[src/rtl/flash_ctl_reg.sv]
module flash_ctl_reg #(
  parameter int DATA_W = 32,
  parameter int ADDR_W = 4,
  parameter int SEC_W  = 7,
  parameter int IRQ_N  = 11,
  parameter logic [ADDR_W-1:0] CTRL_ADDR = 4'h0,
  parameter logic [ADDR_W-1:0] KEY_ADDR  = 4'h1,
  parameter logic [DATA_W-1:0] KEY1 = 32'h45670123,
  parameter logic [DATA_W-1:0] KEY2 = 32'hCDEF89AB
) (
  input  logic              clk,
  input  logic              rst_n,
  input  logic              wr_en,
  input  logic [ADDR_W-1:0] wr_addr,
  input  logic [DATA_W-1:0] wr_data,
  input  logic              start_ack,
  input  logic              fw_ack,
  input  logic [DATA_W-1:0] crc_data_in,
  output logic              locked,
  output logic              busy,
  output logic              prog_en,
  output logic              force_wr,
  output logic [1:0]        op_kind,
  output logic [SEC_W-1:0]  op_sector,
  output logic              crc_en,
  output logic              crc_clear,
  output logic [DATA_W-1:0] crc_data_out,
  output logic [IRQ_N-1:0]  irq_en
);
  localparam int B_LOCK = 0;
  localparam int B_PROG = 1;
  localparam int B_SER  = 2;
  localparam int B_BER  = 3;
  localparam int B_FW   = 4;
  localparam int B_GO   = 5;
  localparam int B_CRC  = 6;
  localparam int SEC_LSB = 8;
  localparam int IRQ_LSB = 16;

  logic lock_q, jam_q, half_q;
  logic prog_q, ser_q, ber_q, fw_q, go_q, crc_q, crc_d1;
  logic [SEC_W-1:0] sec_q;
  logic [IRQ_N-1:0] irq_q;

  logic ctrl_wr, key_wr, open_wr, load;
  assign ctrl_wr = wr_en && (wr_addr == CTRL_ADDR);
  assign key_wr  = wr_en && (wr_addr == KEY_ADDR);
  assign open_wr = ctrl_wr && !lock_q;
  assign load    = open_wr && !wr_data[B_LOCK];

  always_ff @(posedge clk or negedge rst_n) begin
    if (!rst_n) begin
      lock_q <= 1'b1;
      jam_q  <= 1'b0;
      half_q <= 1'b0;
    end else if (key_wr && !jam_q) begin
      if (!lock_q) begin
        jam_q  <= 1'b1;
        lock_q <= 1'b1;
        half_q <= 1'b0;
      end else if (!half_q) begin
        if (wr_data == KEY1) half_q <= 1'b1;
        else                 jam_q  <= 1'b1;
      end else begin
        half_q <= 1'b0;
        if (wr_data == KEY2) lock_q <= 1'b0;
        else                 jam_q  <= 1'b1;
      end
    end else if (open_wr && wr_data[B_LOCK]) begin
      lock_q <= 1'b1;
    end
  end

  always_ff @(posedge clk or negedge rst_n) begin
    if (!rst_n) begin
      prog_q <= 1'b0;
      ser_q  <= 1'b0;
      ber_q  <= 1'b0;
      crc_q  <= 1'b0;
      sec_q  <= '0;
      irq_q  <= '0;
    end else if (load) begin
      prog_q <= wr_data[B_PROG];
      ser_q  <= wr_data[B_SER];
      ber_q  <= wr_data[B_BER];
      crc_q  <= wr_data[B_CRC];
      sec_q  <= wr_data[SEC_LSB +: SEC_W];
      irq_q  <= wr_data[IRQ_LSB +: IRQ_N];
    end
  end

  always_ff @(posedge clk or negedge rst_n) begin
    if (!rst_n) begin
      go_q   <= 1'b0;
      fw_q   <= 1'b0;
      crc_d1 <= 1'b0;
    end else begin
      go_q   <= (load && wr_data[B_GO]) || (go_q && !start_ack);
      fw_q   <= (load && wr_data[B_FW]) || (fw_q && !fw_ack);
      crc_d1 <= crc_q;
    end
  end

  assign locked       = lock_q;
  assign busy         = go_q;
  assign prog_en      = prog_q;
  assign force_wr     = fw_q;
  assign crc_en       = crc_q;
  assign irq_en       = irq_q;
  assign crc_clear    = crc_d1 && !crc_q;
  assign crc_data_out = crc_q ? crc_data_in : '0;
  assign op_kind      = ber_q ? 2'd3 : ser_q ? 2'd2 : prog_q ? 2'd1 : 2'd0;
  assign op_sector    = (!ber_q && ser_q) ? sec_q : '0;

  assert_unlock_needs_key2_R2: assert property (@(posedge clk) disable iff (!rst_n)
    $fell(lock_q) |-> $past(key_wr && wr_data == KEY2));
  assert_jam_holds_R3: assert property (@(posedge clk) disable iff (!rst_n)
    jam_q |=> (jam_q && lock_q));
  assert_locked_write_ignored_R4: assert property (@(posedge clk) disable iff (!rst_n)
    (ctrl_wr && lock_q) |=> ($stable(irq_q) && $stable(sec_q) && $stable(prog_q)
                             && $stable(ser_q) && $stable(ber_q) && $stable(crc_q)));
  assert_relock_freezes_R5: assert property (@(posedge clk) disable iff (!rst_n)
    (open_wr && wr_data[B_LOCK]) |=> (lock_q && $stable(irq_q) && $stable(sec_q)
                                      && $stable(ser_q) && $stable(ber_q) && $stable(crc_q)));
  assert_ack_clears_start_R9: assert property (@(posedge clk) disable iff (!rst_n)
    (start_ack && !(load && wr_data[B_GO])) |=> !go_q);
  assert_crc_cleared_R10: assert property (@(posedge clk) disable iff (!rst_n)
    crc_clear |-> (crc_data_out == '0));
endmodule

[config.mk]
export PLATFORM = sky130hd
export DESIGN_NAME = flash_ctl_reg
export DESIGN_NICKNAME = d
export VERILOG_FILES = /design/src/rtl/flash_ctl_reg.sv
export SDC_FILE = /design/constraint.sdc
export NUM_CORES = 1
export LEC_CHECK = 0
export BUFFER_PORTS_ARGS = -buffer_cell sky130_fd_sc_hd__buf_2
export CORE_MARGIN = 5
export CORE_UTILIZATION = 40
export DETAILED_ROUTE_END_ITERATION = 8
export GPL_TIMING_DRIVEN = 0
export PLACE_DENSITY_LB_ADDON = 0.12
export SYNTH_ARGS = -nofsm -noshare
export SYNTH_HDL_FRONTEND = slang
export SYNTH_SLANG_ARGS = --single-unit
[constraint.sdc]
create_clock -name clk -period 3.4 [get_ports clk]
set_clock_uncertainty 0.2 [all_clocks]
set_input_delay 0.17 -clock clk [delete_from_list [all_inputs] [get_ports clk]]
set_output_delay 0.17 -clock clk [all_outputs]
set_load 0.05 [all_outputs]
==> impl_metrics.json <==
{
  "final_net_count": 371,
  "ant_nets": 0,
  "worst_hold_path_type": "in -> reg",
  "die_w_um": 70.91,
  "critPathLaunch": "wr_addr[1]",
  "end_kind": "flop",
  "hold_path.startpoint": "wr_addr[0]",
  "grt.total_usage_pct": 20.25,
  "portBuffers": 130,
  "comb_power_share_pct": 14.3,
  "cts_buffer_depth": 2,
  "drive_gt1_share_pct": 54.21,
  "synthTopCellsByArea": "dfrtp_1 46%, and2_1 16%, mux2_2 16%, dfstp_2 1.8%, buf_6 1.5%",
  "clk_latency_ps": 270,
  "avgSynthCellArea_um2": 10.91,
  "antenna_found_initial": 0,
  "fin_setup_tns_ps": 0,
  "grt_setup_unrepaired": "no",
  "ys_top_cells_by_count": "39 x and2_1, 27 x dfrtp_1, 21 x mux2_2",
  "h-tree-depth": 1,
  "cts_tree": "yes",
  "period_needed_ps": 2219,
  "clockRootBuffer": "clkbuf_8",
  "critPathKind": "in -> reg",
  "slew_violations": 0,
  "antenna_cells": 0,
  "finalHoldViolations": 0,
  "cts_resized": 0,
  "p_leak_nw": 1.468,
  "grt_pass1_vias": 1661,
  "synth-main-ff-cell": "dfrtp_1",
  "nFillCells": 300,
  "first_iter_violations": 20,
  "cp_max_fo": 10,
  "synth_top_area_cell": "dfrtp_1",
  "p_seq_share_pct": 48.8,
  "syn-instance-count": 136,
  "cts-buffers-inserted": 3,
  "critical_path_required_ps": 3410,
  "dieArea_um2": 5028,
  "holdPathStages": 3,
  "core_um2": 3633,
  "synth_warnings": 0,
  "clock_sinks": 28,
  "vias_per_cell": 4.609,
  "cts.clk_slew.worst_paths_ps": 90,
  "synth-edff-count": 0,
  "seq_area_frac_synth_pct": 47.30,
  "drc": 0,
  "synthesis.nets": 209,
  "grt_pass1_wl_mm": 8.100,
  "maxCapViolations": 0,
  "fmax_ghz": 0.4507,
  "vdd_drop_max_v": 0.0002206,
  "worst_pin_slew_ps": 603.3,
  "area_delta_synth_final_pct": 70.91,
  "holdWs_ps": 35.78,
  "synth_top_area_share_pct": 45.53,
  "firstDrtPassIters": 2,
  "regToRegSetupSlack_ps": 1230,
  "outcome": "finished, final reports clean",
  "routedWlPerCell_um": 14.65,
  "synth_cell_types": 29,
  "synth_most_common_cell": "and2_1",
  "start_util_pct": 40.84,
  "relSlewSlack_pct": 59.48,
  "p_per_area_nw_per_um2": 274.5,
  "grt_max_degree": 29,
  "timing.final.crit_share_pct": 65.26,
  "ioPinCount": 131,
  "finalSetupViolations": 0,
  "ys_ff_latch": 28,
  "syn_area_um2": 1484,
  "clock_power_share_pct": 36.9,
  "finalWeightedCongestion": 0.7207,
  "fp-row-count": 22,
  "r2r_start": "locked$_DFFE_PN1P_",
  "swShare_pct": 20.81,
  "vias": 1590,
  "grt_overflow": 0,
  "cellInternalPower_uw": 551.3,
  "worstRegToRegCells": 5,
  "crit_path_start_kind": "input port",
  "worstPathArrival_ps": 2230,
  "wirelength_mm": 5.055,
  "synthArstFlopShare_pct": 100.0,
  "detailedPlacementHpwl_mm": 3.874,
  "p_sw_uw": 144.8,
  "dieHeight_um": 70.91
}
## metrics by stage
step,cells,area (µm²),power [mW],util [%],setup WS [ps]
detailed placement,314,2195,0.4227,60.40,1144
floorplan,136,1484,0.3663,-,1494
global route,345,2536,0.7281,69.80,1061
CTS,345,2536,0.6999,69.80,1141
finish,345,2536,0.6961,69.80,1181
global placement,314,2195,0.4203,60.40,1208
## final cells by class
type | count | area [µm²] | area share (%)
clock inverters | 1 | 30.03 | 1.184
repair buffers | 157 | 920.9 | 36.31
plain buffers | 5 | 33.78 | 1.332
inverters | 5 | 18.77 | 0.7400
flip-flops and latches | 28 | 701.9 | 27.68
multi-input cells | 98 | 729.5 | 28.76
clock buffers | 3 | 41.29 | 1.628
well taps | 48 | 60.06 | 2.368
## sequential cells by signal, indices dropped and copies added, names as in the netlist
| register | cells |
|---|---|
| half_q | 1 |
| crc_en | 1 |
| jam_q | 1 |
| busy | 1 |
| irq_en | 11 |
| crc_d1 | 1 |
| prog_en | 1 |
| force_wr | 1 |
| ber_q | 1 |
| locked | 1 |
| ser_q | 1 |
| sec_q | 7 |
## power groups by stage
stage          sequential [mW]  clock (mW)  combinational (mW)
6_report                 0.340       0.257              0.0996
2_1_floorplan            0.348           0              0.0179
4_1_cts                  0.340       0.261              0.0990
3_5_place_dp             0.346           0              0.0768
3_3_place_gp             0.346           0              0.0744
5_1_grt                  0.340       0.277               0.110
## worst max-delay path, stage by stage
cell           delay [ps]
buf_2                 100
or4b_4                560
nor4_4                470
buf_6                 230
nand2_1                70
o21ai_0                70
dlygate4sd3_1         570
## timing repair
item | CTS | global route
setup endpoints to repair | 0 | 0
setup buffers | 0 | 0
hold buffers | 27 | 0
hold endpoints to repair | 51 | 0
## layout by cell type, fill, tap and decap left out, types with 2 or more instances in the layout
master,n
dlygate4sd3_1,27
nand3_1,3
nor2_1,6
dfrtp_1,27
clkbuf_8,3
buf_6,2
nor3_1,2
clkbuf_1,3
o21ai_0,3
nand2_1,4
buf_2,130
inv_1,5
and2_1,39
mux2_2,21
nor4b_1,2
nand4_1,3
## path summary, 6_finish.rpt
| path | endpoint |
|---|---|
| worst max register to register | busy$_DFF_PN0_ |
| worst min register to register | jam_q$_DFFE_PN0P_ |
| worst max-delay path | busy$_DFF_PN0_ |
| min in group asynchronous | irq_en[2]$_DFFE_PN0N_ |
| max in group asynchronous | ser_q$_DFFE_PN0N_ |
| worst min-delay path | locked$_DFFE_PN1P_ |
## per-layer routing
metal / wire length, µm / up-vias / GRT usage, %
li1: - / 786 / -
met1: 1889 / 735 / 22.33
met2: 2757 / 63 / 39.24
met3: 357 / 6 / 4.688
met4: 51 / 0 / 3.967
met5: 0 / - / 0
## cell families after synthesis
group                  share of synthesized area, %
flip-flops                                    47.30
buffers and inverters                         3.541
AO/OA/AOI/OAI                                 4.216
multiplexers                                  15.94
AND/OR/NAND/NOR                               29.01
No activity file was read; power rests on OpenSTA's default activity.
